`config.mk`:
```
export PLATFORM = sky130hd
export DESIGN_NAME = shift_add_mult
export DESIGN_NICKNAME = d
export VERILOG_FILES = /design/src/rtl/shift_add_mult_pkg.sv /design/src/rtl/mult_adder.sv /design/src/rtl/mult_acc.sv /design/src/rtl/mult_step_cnt.sv /design/src/rtl/mult_ctrl.sv /design/src/rtl/shift_add_mult.sv
export SDC_FILE = /design/constraint.sdc
export NUM_CORES = 1
export LEC_CHECK = 0
export ABC_AREA = 0
export BUFFER_PORTS_ARGS = -buffer_cell sky130_fd_sc_hd__buf_2
export CORE_MARGIN = 8
export CORE_UTILIZATION = 50
export CTS_BUF_LIST = sky130_fd_sc_hd__clkbuf_4
export CTS_CLUSTER_DIAMETER = 200
export CTS_CLUSTER_SIZE = 28
export DETAILED_ROUTE_END_ITERATION = 8
export PLACE_DENSITY = 0.79
export SKIP_LAST_GASP = 1
export SYNTH_ARGS = -nofsm -noshare
export SYNTH_HDL_FRONTEND = slang
export SYNTH_HIERARCHICAL = 1
export SYNTH_SLANG_ARGS = --single-unit
```
`constraint.sdc`:
```
create_clock -name clk -period 1.8 [get_ports clk]
set_clock_uncertainty 0.2 [all_clocks]
set_input_delay 0.36 -clock clk [delete_from_list [all_inputs] [get_ports clk]]
set_output_delay 0.36 -clock clk [all_outputs]
set_load 0.02 [all_outputs]
```
`src/rtl/shift_add_mult_pkg.sv`:
```
// Shared types for the shift-and-add multiplier.
// Assumes nothing beyond the four control phases listed here.
package shift_add_mult_pkg;

    typedef enum logic [1:0] {
        PH_IDLE  = 2'd0,
        PH_TEST  = 2'd1,
        PH_ADDED = 2'd2,
        PH_DONE  = 2'd3
    } mult_phase_t;

endpackage

```
`src/rtl/mult_adder.sv`:
```
// Unsigned adder: adds the multiplicand to the upper accumulator half.
// The result is one bit wider than the operands, so the carry-out is kept.
module mult_adder #(
    parameter int WIDTH = 4
) (
    input  logic [WIDTH-1:0] a,
    input  logic [WIDTH-1:0] b,
    output logic [WIDTH:0]   sum
);

    // Zero-extend both operands and add them.
    always_comb begin
        sum = {1'b0, a} + {1'b0, b};
    end

endmodule

```
`src/rtl/mult_acc.sv`:
```
// Accumulator datapath: holds the multiplicand register and the
// 2*WIDTH+1 bit accumulator. Load, add and shift are mutually exclusive
// requests from the controller.
module mult_acc #(
    parameter int WIDTH = 4
) (
    input  logic               clk,
    input  logic               rst_n,
    input  logic               load,
    input  logic               add,
    input  logic               shift,
    input  logic [WIDTH-1:0]   mcand_in,
    input  logic [WIDTH-1:0]   mplier_in,
    output logic               acc_lsb,
    output logic [2*WIDTH-1:0] product
);

    localparam int ACC_W = 2 * WIDTH + 1;

    logic [ACC_W-1:0] acc;
    logic [WIDTH-1:0] mcand_q;
    logic [WIDTH:0]   sum;

    mult_adder #(.WIDTH(WIDTH)) u_add (
        .a   (acc[2*WIDTH-1:WIDTH]),
        .b   (mcand_q),
        .sum (sum)
    );

    // Multiplicand register, captured on load only.
    always_ff @(posedge clk) begin
        if (!rst_n)    mcand_q <= '0;
        else if (load) mcand_q <= mcand_in;
    end

    // Accumulator: load clears the upper bits, add writes the upper bits with carry, shift moves all bits right.
    always_ff @(posedge clk) begin
        if (!rst_n)         acc <= '0;
        else if (load)      acc <= {{(WIDTH+1){1'b0}}, mplier_in};
        else if (add)       acc <= {sum, acc[WIDTH-1:0]};
        else if (shift)     acc <= {1'b0, acc[ACC_W-1:1]};
    end

    // Expose the current multiplier bit and the low product bits.
    always_comb begin
        acc_lsb = acc[0];
        product = acc[2*WIDTH-1:0];
    end

    AST_ONE_OP: assert property (@(posedge clk) disable iff (!rst_n)
        !(add && shift)) else $error("add and shift together");

    AST_LOAD_CLEARS_TOP: assert property (@(posedge clk) disable iff (!rst_n)
        load |=> (acc[ACC_W-1:WIDTH] == '0)) else $error("upper bits not cleared");

    AST_IDLE_HOLD: assert property (@(posedge clk) disable iff (!rst_n)
        (!load && !add && !shift) |=> $stable(acc)) else $error("accumulator moved");

endmodule

```
`src/rtl/mult_step_cnt.sv`:
```
// Shift counter: cleared on load, advanced on every shift. The terminal
// flag is high once WIDTH-1 shifts are done. The shift taken while the
// flag is high is the last one, and it wraps the counter back to zero.
module mult_step_cnt #(
    parameter int WIDTH = 4
) (
    input  logic clk,
    input  logic rst_n,
    input  logic clear,
    input  logic shift,
    output logic last
);

    localparam int CNT_W = (WIDTH > 1) ? $clog2(WIDTH) : 1;
    localparam logic [CNT_W-1:0] LAST_VAL = CNT_W'(WIDTH - 1);

    logic [CNT_W-1:0] cnt;

    // Count shifts, wrapping to zero after the final one.
    always_ff @(posedge clk) begin
        if (!rst_n)      cnt <= '0;
        else if (clear)  cnt <= '0;
        else if (shift)  cnt <= (cnt == LAST_VAL) ? '0 : cnt + 1'b1;
    end

    // Terminal flag.
    always_comb begin
        last = (cnt == LAST_VAL);
    end

    AST_CNT_RANGE: assert property (@(posedge clk) disable iff (!rst_n)
        cnt <= LAST_VAL) else $error("counter out of range");

    AST_CNT_STEP: assert property (@(posedge clk) disable iff (!rst_n)
        (!clear && !shift) |=> $stable(cnt)) else $error("counter moved without shift");

endmodule

```
`src/rtl/mult_ctrl.sv`:
```
// Add/shift controller. In the test phase it adds when the multiplier bit
// is 1, otherwise it shifts. After an add it always shifts. The shift
// taken while the counter's terminal flag is high ends the operation.
// Start is only accepted in the idle phase.
module mult_ctrl
    import shift_add_mult_pkg::*;
(
    input  logic clk,
    input  logic rst_n,
    input  logic start,
    input  logic m_bit,
    input  logic last,
    output logic load,
    output logic add,
    output logic shift,
    output logic done
);

    mult_phase_t phase, phase_nx;

    // Phase register.
    always_ff @(posedge clk) begin
        if (!rst_n) phase <= PH_IDLE;
        else        phase <= phase_nx;
    end

    // Control decode and next-phase selection.
    always_comb begin
        load     = 1'b0;
        add      = 1'b0;
        shift    = 1'b0;
        done     = 1'b0;
        phase_nx = phase;
        unique case (phase)
            PH_IDLE: begin
                if (start) begin
                    load     = 1'b1;
                    phase_nx = PH_TEST;
                end
            end
            PH_TEST: begin
                if (m_bit) begin
                    add      = 1'b1;
                    phase_nx = PH_ADDED;
                end else begin
                    shift    = 1'b1;
                    phase_nx = last ? PH_DONE : PH_TEST;
                end
            end
            PH_ADDED: begin
                shift    = 1'b1;
                phase_nx = last ? PH_DONE : PH_TEST;
            end
            PH_DONE: begin
                done     = 1'b1;
                phase_nx = PH_IDLE;
            end
            default: phase_nx = PH_IDLE;
        endcase
    end

    AST_DONE_PULSE: assert property (@(posedge clk) disable iff (!rst_n)
        done |=> !done) else $error("done longer than one cycle");

    AST_DONE_AFTER_LAST: assert property (@(posedge clk) disable iff (!rst_n)
        done |-> $past(shift && last)) else $error("done without final shift");

    AST_NO_RELOAD: assert property (@(posedge clk) disable iff (!rst_n)
        (phase != PH_IDLE) |-> !load) else $error("start accepted while busy");

    AST_ADD_THEN_SHIFT: assert property (@(posedge clk) disable iff (!rst_n)
        add |=> shift) else $error("add not followed by shift");

endmodule

```
`src/rtl/shift_add_mult.sv`:
```
// Top level: sequential unsigned WIDTH x WIDTH multiplier. It connects the
// controller, the shift counter and the accumulator datapath.
// Assumes start is a level sampled on rising edges while idle.
module shift_add_mult #(
    parameter int WIDTH = 4
) (
    input  logic               clk,
    input  logic               rst_n,
    input  logic               start,
    input  logic [WIDTH-1:0]   mcand,
    input  logic [WIDTH-1:0]   mplier,
    output logic [2*WIDTH-1:0] product,
    output logic               done
);

    logic load, add, shift, last, m_bit;

    mult_ctrl u_ctrl (
        .clk   (clk),
        .rst_n (rst_n),
        .start (start),
        .m_bit (m_bit),
        .last  (last),
        .load  (load),
        .add   (add),
        .shift (shift),
        .done  (done)
    );

    mult_step_cnt #(.WIDTH(WIDTH)) u_cnt (
        .clk   (clk),
        .rst_n (rst_n),
        .clear (load),
        .shift (shift),
        .last  (last)
    );

    mult_acc #(.WIDTH(WIDTH)) u_acc (
        .clk       (clk),
        .rst_n     (rst_n),
        .load      (load),
        .add       (add),
        .shift     (shift),
        .mcand_in  (mcand),
        .mplier_in (mplier),
        .acc_lsb   (m_bit),
        .product   (product)
    );

    AST_HOLD_AFTER_DONE: assert property (@(posedge clk) disable iff (!rst_n)
        (!load && !add && !shift) |=> $stable(product)) else $error("product changed");

endmodule

```
# Word-level counts from Yosys, hierarchy flattened
# Index checks and enable logic that the tools add are counted.
# word_totals
latch_bits	0
word_cells	34
mem_bits_ro	0
register_bits	17
out_inout_bits	9
mem_count	0
ram_bits	0
# classes
div_mod_pow	0
add_sub_neg	2
reduce_logical	5
mux	15
n_shift	0
magnitude_cmp	0
mul	0
eq_ne	6
bitwise	1
# op_table
operator	n
9-bit 2-to-1 mux	2
2-bit 2-to-1 mux	4
2-bit one-hot mux with 4 select lines	1
2-bit equality test, second input constant	3
1-bit 2-to-1 mux	6
4-bit by 4-bit adder with 5-bit output	1
4-bit 2-to-1 mux	1
2-bit != test, second input constant	2
2-bit nonzero test	2
2-bit by 1-bit adder with 2-bit output, second input constant	1
2-bit by 1-bit equality test with 1-bit output, second input constant	1
2-bit logical NOT	1
1-bit one-hot mux with 2 select lines	1
2-bit AND reduction	1
2-bit OR reduction	1
1-bit inverter	1

# Depth between registers and ports, before layout
# Gate-level depths: netlist of the first run.
# depth
word_depth	5
ltp_mapped	8
depth_no_buf	8

# Modules after synthesis
# The synthesis of the first run kept the hierarchy.
# modules_own_cells
mod	instances	area_each_um2	cells_each	seq_area_each_um2
mult_acc	1	623.1	62	260.2
mult_ctrl	1	176.4	21	40.0
mult_adder	1	136.4	16	0.0
mult_step_cnt	1	96.3	9	40.0

# Worst setup path before layout of the first run
# OpenSTA, ideal clock, no wires.
# synth_path
path_type	reg2reg
start	reg u_ctrl.phase[1]
end	reg u_acc.acc[4]
required_ns	1.483
path_stages_with_launch	8
setup_slack_ns	0.012
t_arrival_ns	1.471
path_buffers	0
cell_sequence	dfxtp_1 -> inv_1 -> ha_1 -> nor2b_1 -> o21a_1 -> mux2_2 -> mux2i_1 -> nor2_1
# synth_via
elab_chain_len	3
elab_cells_between_ends	9
cone_classes	eq/ne (2); mux (4); reduce/logical (3)
# synth_rtl
item	line_no	text
from (decl)	mult_ctrl.sv:19	mult_phase_t phase, phase_nx;
from (signal assigned)	mult_ctrl.sv:24	else phase <= phase_nx;
2-bit equality test or 2-bit by 1-bit equality test with 1-bit output (tied branches)	mult_ctrl.sv:34	unique case (phase)
1-bit one-hot mux with 2 select lines *	mult_ctrl.sv:34	
via shift	shift_add_mult.sv:16	logic load, add, shift, last, m_bit;
2-bit nonzero test (no line) *	-	
to (signal assigned)	mult_acc.sv:39	else if (load) acc <= {{(WIDTH+1){1'b0}}, mplier_in};
to (signal assigned)	mult_acc.sv:40	else if (add) acc <= {sum, acc[WIDTH-1:0]};
to (signal assigned)	mult_acc.sv:41	else if (shift) acc <= {1'b0, acc[ACC_W-1:1]};
to (decl)	mult_acc.sv:20	logic [ACC_W-1:0] acc;
# The timed path passes the listed nets; every way through them passes the cells marked *. The select of a mux whose other input is x is not followed.
# A chain may end at the register's enable or synchronous reset.

# Final worst setup path of the first run
# layout_path
start	reg u_ctrl.phase[1]
end	reg u_acc.acc[6]
# The elaborated chain is that of the path after synthesis.

==> impl_metrics.yaml, run 1 <==
placement:
  dp.cells: 149
  port_buffers: 19
  dp_hpwl_mm: 1.62
  pre_cts_slack_ns: -0.156
  gp_congestion: 0.800
global_route:
  antenna_found_initial: 0
  grt_pass1_wl_mm: 3.70
  grt_pass1_vias: 816
  overflow: 0
  grtUsageTotal_pct: 13.5
  grt_max_degree: 13
sta:
  slew_viol_final: 0
  max_freq_mhz: 549
  fin_crit_sh_pct: 101
  min_period_ns: 1.82
  rsz0062_at_grt: "yes"
  setup_violations: 3
  setup_slack_ns: -0.0208
  slew_headroom_pct: 80.7
  hold_viol: 0
  tightest_slew_ns: 0.290
synth:
  synthAdderAreaFrac_pct: 12.8
  yosysWarnings: 6
  synthMuxAreaShare_pct: 17.0
  synthXorXnorAreaFrac_pct: 1.70
  netlist_top_cells_area: "dfxtp_1 33%, mux2i_1 13%, ha_1 11%, buf_4 5.8%, nor2b_1 3.6%"
  synth_area_leader_cell: "dfxtp_1"
  synth-compound-area-share_pct: 10.2
  yosys.area.top_type_share_pct: 33.0
  synth_area_sq_um: 1030
  synth_top_family_by_area: "multiplexers"
  avgSynthCellArea_sq_um: 9.56
  syn_nets: 129
  synth.ff_latch_count: 17
  ys_seq_area_share_pct: 33.0
  syn-instance-count: 108
  synthSimpleGateAreaFrac_pct: 14.3
  synth.distinct_cells: 27
floorplan:
  die_area_sq_um: 3770
  io_pins: 20
  std_cell_rows: 16
  die_y_microns: 61.4
  die_w_microns: 61.4
  core_area_sq_um: 1960
  start_util_pct: 52.6
drt:
  via_per_inst: 5.20
  vias: 822
  drt_iter0_drc: 24
  postRouteAntennaNets: 0
  wl_per_cell_microns: 14.8
  wl_mm: 2.33
  drc: 0
  drt-pass1-iter-count: 4
power:
  p_total_w: 0.000849
  irDropWorstVdd_mv: 0.448
  p_leak_nw: 0.591
  power.density_nw_per_um2: 682
clock_tree:
  cts_buffers: 3
  cts_root_buffer: "clkbuf_4"
  path_clk_slew_ns: 0.09
  clock-sinks: 17
  cts_tree: "done"
  cts_hold_buf: 0
  clk-insertion-delay-late_ns: 0.28
  ctsLongestPathBuffers: 2
  htree_levels: 1
worst_setup_path:
  r2r_slack_ns: -0.02
  path_class: "reg2reg"
  r2r.worst_path.cells: 8
  cp_top_family: "multiplexers"
  worst_setup_path_start_kind: "flip-flop"
  cp_slowest_stage_delay_ns: 0.35
  critical_path_required_ns: 1.78
  reg2reg_to: "u_acc/acc[6]$_SDFFE_PP0P_"
  path_cells: "inv_2 -> ha_4 -> nor2b_4 -> o21a_4 -> buf_12 -> mux2_1 -> mux2i_1 -> nor2_1"
  path_buf_inv: 2
  startpoint: "u_ctrl/phase[1]$_SDFFE_PN0P_"
  worstSetupEndpointType: "flip-flop"
  crit-reg2reg-launch: "u_ctrl/phase[1]$_SDFFE_PN0P_"
  arrival_ns: 1.80
  cp_slowest_cell: "dfxtp_2"
  cp_max_fo: 5
run_status:
  status: "finished with violations"
  violations: "negative setup slack"
cells_and_area:
  post-route-util_pct: 63.4
  fin_cells: 158
  final_common_cell: "buf_2"
  diodes: 0
  layout.nets: 153
  mostFrequentLayoutCells: "20 x buf_2, 14 x dfxtp_1, 13 x mux2i_1, 9 x buf_4, 8 x nor2_1"
  syn_to_final_growth_pct: 20.5
  layout-drive-gt1-share_pct: 38.2
job:
  cap_viol_max_count: 0
min_path:
  hold_path_class: "in2reg"
  hold_depth: 3
  min_from: "mcand[2]"
  worstHoldEndpoint: "u_acc/mcand_q[2]$_SDFFE_PN0P_"
==> synthesized netlist by cell type, drive strengths merged <==
cell	number
and2	2
o311a	1
nor3b	2
fa	1
ha	9
buf	11
a21o	1
o21ai	6
mux2i	13
o21a	2
nand2b	4
a21oi	7
dfxtp	17
nor2b	6
or3b	1
nand2	3
xnor2	2
nor2	8
mux2	4
nand3b	1
inv	7
==> power breakdown <==
group          switching, W  total [W]  internal, W  leakage (nW)
sequential        0.0000210   0.000420     0.000399         0.140
combinational      0.000107   0.000216     0.000109         0.433
clock              0.000111   0.000213     0.000101        0.0184
total              0.000239   0.000849     0.000610         0.591
==> timing repair <==
action | 4_1_cts | 5_1_grt
pin swaps | 2 | 2
buffers inserted | 4 | 1
setup endpoints to repair | 9 | 11
resized for setup | 11 | 6
==> through the flow <==
step	hold WS [ns]	setup TNS [ns]	instance area (sq um)
floorplan	0.265	0	1030
global placement	0.280	-0.274	1120
detailed placement	0.293	-1.14	1120
CTS	0.129	-0.0164	1220
global route	0.147	-0.233	1240
finish	0.134	-0.0248	1240
==> metal layers <==
layer	up-vias	wire, microns	GRT usage [%]
li1	401	-	-
met1	385	923	13.3
met2	30	1190	24.9
met3	6	175	4.80
met4	0	41	5.19
met5	-	0	0
==> how the worst max path moves through the flow <==
stage	cells past startpoint	end	slack, ns
2_1_floorplan	7	u_acc/acc[4]$_SDFFE_PP0P_	0.01
3_3_place_gp	6	u_acc/acc[4]$_SDFFE_PP0P_	-0.05
3_5_place_dp	7	u_acc/acc[7]$_SDFFE_PP0P_	-0.16
4_1_cts	8	u_acc/acc[5]$_SDFFE_PP0P_	-0.008
5_1_grt	8	u_acc/acc[6]$_SDFFE_PP0P_	-0.05
6_report	8	u_acc/acc[6]$_SDFFE_PP0P_	-0.02
==> state kept, by name, indices dropped and copies added (netlist names) <==
signal and cells:
u_acc/mcand_q 4, u_acc/acc 9, u_cnt/cnt 2, u_ctrl/phase 2
==> final cells by class <==
cell class              instances  area [sq um]
well taps                      27          33.8
multi-input cells              73           619
repair buffers                 30           188
flip-flops and latches         17           347
clock buffers                   4          30.0
inverters                       7          26.3
fillers                       172           718
==> logic make-up (layout without fill, tap and decap cells) <==
kind of cell               after synthesis  in the layout
muxes                                   17             17
buffers and inverters                   18             41
and+or+nand+nor                         27             27
xor gates and xnor gates                 2              2
adders and majority gates               10             10
AOI/OAI and AO/OA                       17             17
DFF                                     17             17
==> worst register-to-register path, cell delays in order, from the launching register on <==
cell and delay (ns):
dfxtp_2 0.35, inv_2 0.06, ha_4 0.16, nor2b_4 0.13, o21a_4 0.21, buf_12 0.13, mux2_1 0.30, mux2i_1 0.13
nor2_1 0.06
(Power assumes the default switching activity.)
==> run 2, diff against run 1 <==
--- a/config.mk
+++ b/config.mk
@@ -7,6 +7,7 @@
 export LEC_CHECK = 0
 export ABC_AREA = 0
 export BUFFER_PORTS_ARGS = -buffer_cell sky130_fd_sc_hd__buf_2
+export CORE_ASPECT_RATIO = 1.2
 export CORE_MARGIN = 8
 export CORE_UTILIZATION = 50
 export CTS_BUF_LIST = sky130_fd_sc_hd__clkbuf_4
==> impl_metrics.yaml, run 2 (synthesis results as in run 1) <==
drt:
  via_per_inst: 5.01
  drc: 0
  wl_mm: 1.88
  wl_per_cell_microns: 12.4
  drt-pass1-iter-count: 4
  postRouteAntennaNets: 0
  drt_iter0_drc: 12
  vias: 757
cells_and_area:
  syn_to_final_growth_pct: 16.4
  diodes: 0
  final_cell_area_sq_um: 1200
  mostFrequentLayoutCells: "19 x buf_2, 14 x dfxtp_1, 13 x mux2i_1, 11 x buf_4"
  layout.nets: 153
  final_common_cell: "buf_2"
  layout-drive-gt1-share_pct: 35.9
  fillers: 161
  top_regs: "u_acc/acc x9, u_acc/mcand_q x4"
  largest_reg_flops: 9
  top_register: "u_acc/acc"
job:
  cap_viol_max_count: 0
global_route:
  antenna_found_initial: 0
  grt_pass1_vias: 720
  grtUsageTotal_pct: 10.3
  grt_pass1_wl_mm: 3.06
  grt_max_degree: 13
  overflow: 0
sta:
  slew_viol_final: 0
  fin_crit_sh_pct: 96.5
  rsz0062_at_grt: "yes"
  setup_violations: 0
  setup_slack_ns: 0.0623
  tightest_slew_ns: 0.256
  slew_headroom_pct: 82.9
  max_freq_mhz: 575
  min_period_ns: 1.74
  whs_ns: 0.128
  hold_viol: 0
worst_setup_path:
  worst_setup_path_start_kind: "flip-flop"
  arrival_ns: 1.73
  cp_slowest_stage_delay_ns: 0.34
  cp_slowest_cell: "dfxtp_2"
  r2r.worst_path.cells: 6
  path_cells: "buf_4 -> ha_1 -> o21a_4 -> mux2_1 -> mux2i_1 -> nor2_1"
  worstSetupEndpointType: "flip-flop"
  cp_max_fo: 7
  critical_path_required_ns: 1.79
  crit-reg2reg-launch: "u_ctrl/phase[1]$_SDFFE_PN0P_"
  cp.depth: 6
  startpoint: "u_ctrl/phase[1]$_SDFFE_PN0P_"
  path_class: "reg2reg"
  endpoint: "u_acc/acc[5]$_SDFFE_PP0P_"
  r2r_slack_ns: 0.06
  cp_top_family: "multiplexers"
  reg2reg_to: "u_acc/acc[5]$_SDFFE_PP0P_"
  path_buf_inv: 1
power:
  power.density_nw_per_um2: 695
  power.switching_w: 0.000233
  sw_frac_of_total_pct: 27.9
  irDropWorstVdd_mv: 0.428
  combPwrFrac_pct: 23.8
  p_total_w: 0.000835
  p_seq_share_pct: 49.7
  p_leak_nw: 0.588
  p_int_w: 0.000602
  pwr-share-clk_pct: 26.6
clock_tree:
  cts_root_buffer: "clkbuf_4"
  ctsLongestPathBuffers: 2
  cts_tree: "done"
  clock-sinks: 17
  clk-insertion-delay-late_ns: 0.29
  cts_buffers: 3
  path_clk_slew_ns: 0.10
  cts_hold_buf: 0
  htree_levels: 1
floorplan:
  io_pins: 20
  die_y_microns: 65.8
  core_area_sq_um: 2000
  die_w_microns: 57.5
  start_util_pct: 51.5
  die_area_sq_um: 3780
  std_cell_rows: 18
placement:
  port_buffers: 19
  dp_hpwl_mm: 1.46
  gp_congestion: 0.827
  place_area_sq_um: 1120
  pre_cts_slack_ns: -0.113
run_status:
  status: "finished clean"
min_path:
  hold_path_class: "in2reg"
-- run 2: metal layers --
layer | vias up | part of all wire [%] | global-route usage, %
li1 | 401 | - | -
met1 | 336 | 45 | 11.9
met2 | 15 | 48 | 16.4
met3 | 5 | 4.4 | 2.72
met4 | 0 | 2.2 | 6.58
met5 | - | 0 | 0
-- run 2: metrics by stage --
stage	instances	TNS [ns]	util [%]
CTS	148	0	58.6
global placement	144	-0.0219	56.1
floorplan	108	0	-
global route	151	-0.0356	59.9
finish	151	0	59.9
detailed placement	144	-0.653	56.1
-- run 2: what timing repair did --
item	CTS	global route
pin swaps	1	2
buffers inserted	0	3
endpoints found under the setup margin	9	9
resized for setup	6	4
-- run 2: area by class of cell --
cell class | instances | area [sq um] | area share [%]
multi-input cells | 73 | 598 | 49.8
flip-flops and latches | 17 | 344 | 28.6
repair buffers | 30 | 178 | 14.8
clock buffers | 4 | 30.0 | 2.50
inverters | 7 | 26.3 | 2.19
well taps | 20 | 25.0 | 2.08
-- run 2: power by group through the flow --
stage	registers, W	clock network [W]	logic [W]
6_report	0.000414	0.000222	0.000198
2_1_floorplan	0.000420	0	0.000137
3_3_place_gp	0.000421	0	0.000173
5_1_grt	0.000417	0.000241	0.000218
3_5_place_dp	0.000422	0	0.000179
4_1_cts	0.000414	0.000233	0.000187
-- run 2: worst min path at each step --
stage                              startpoint                       endpoint  slack [ns]  cells past startpoint
CTS                                  mcand[1]  u_acc/mcand_q[1]$_SDFFE_PN0P_        0.12                      3
global placement    u_cnt/cnt[1]$_SDFFE_PP0P_      u_cnt/cnt[1]$_SDFFE_PP0P_        0.28                      2
floorplan           u_cnt/cnt[1]$_SDFFE_PP0P_      u_cnt/cnt[1]$_SDFFE_PP0P_        0.26                      2
detailed placement  u_cnt/cnt[1]$_SDFFE_PP0P_      u_cnt/cnt[1]$_SDFFE_PP0P_        0.29                      2
global route                         mcand[1]  u_acc/mcand_q[1]$_SDFFE_PN0P_        0.14                      3
finish                               mcand[1]  u_acc/mcand_q[1]$_SDFFE_PN0P_        0.13                      3
-- run 2: worst min-delay path, stage by stage --
cell	delay, ns
buf_2	0.07
mux2i_1	0.06
nor2b_1	0.10
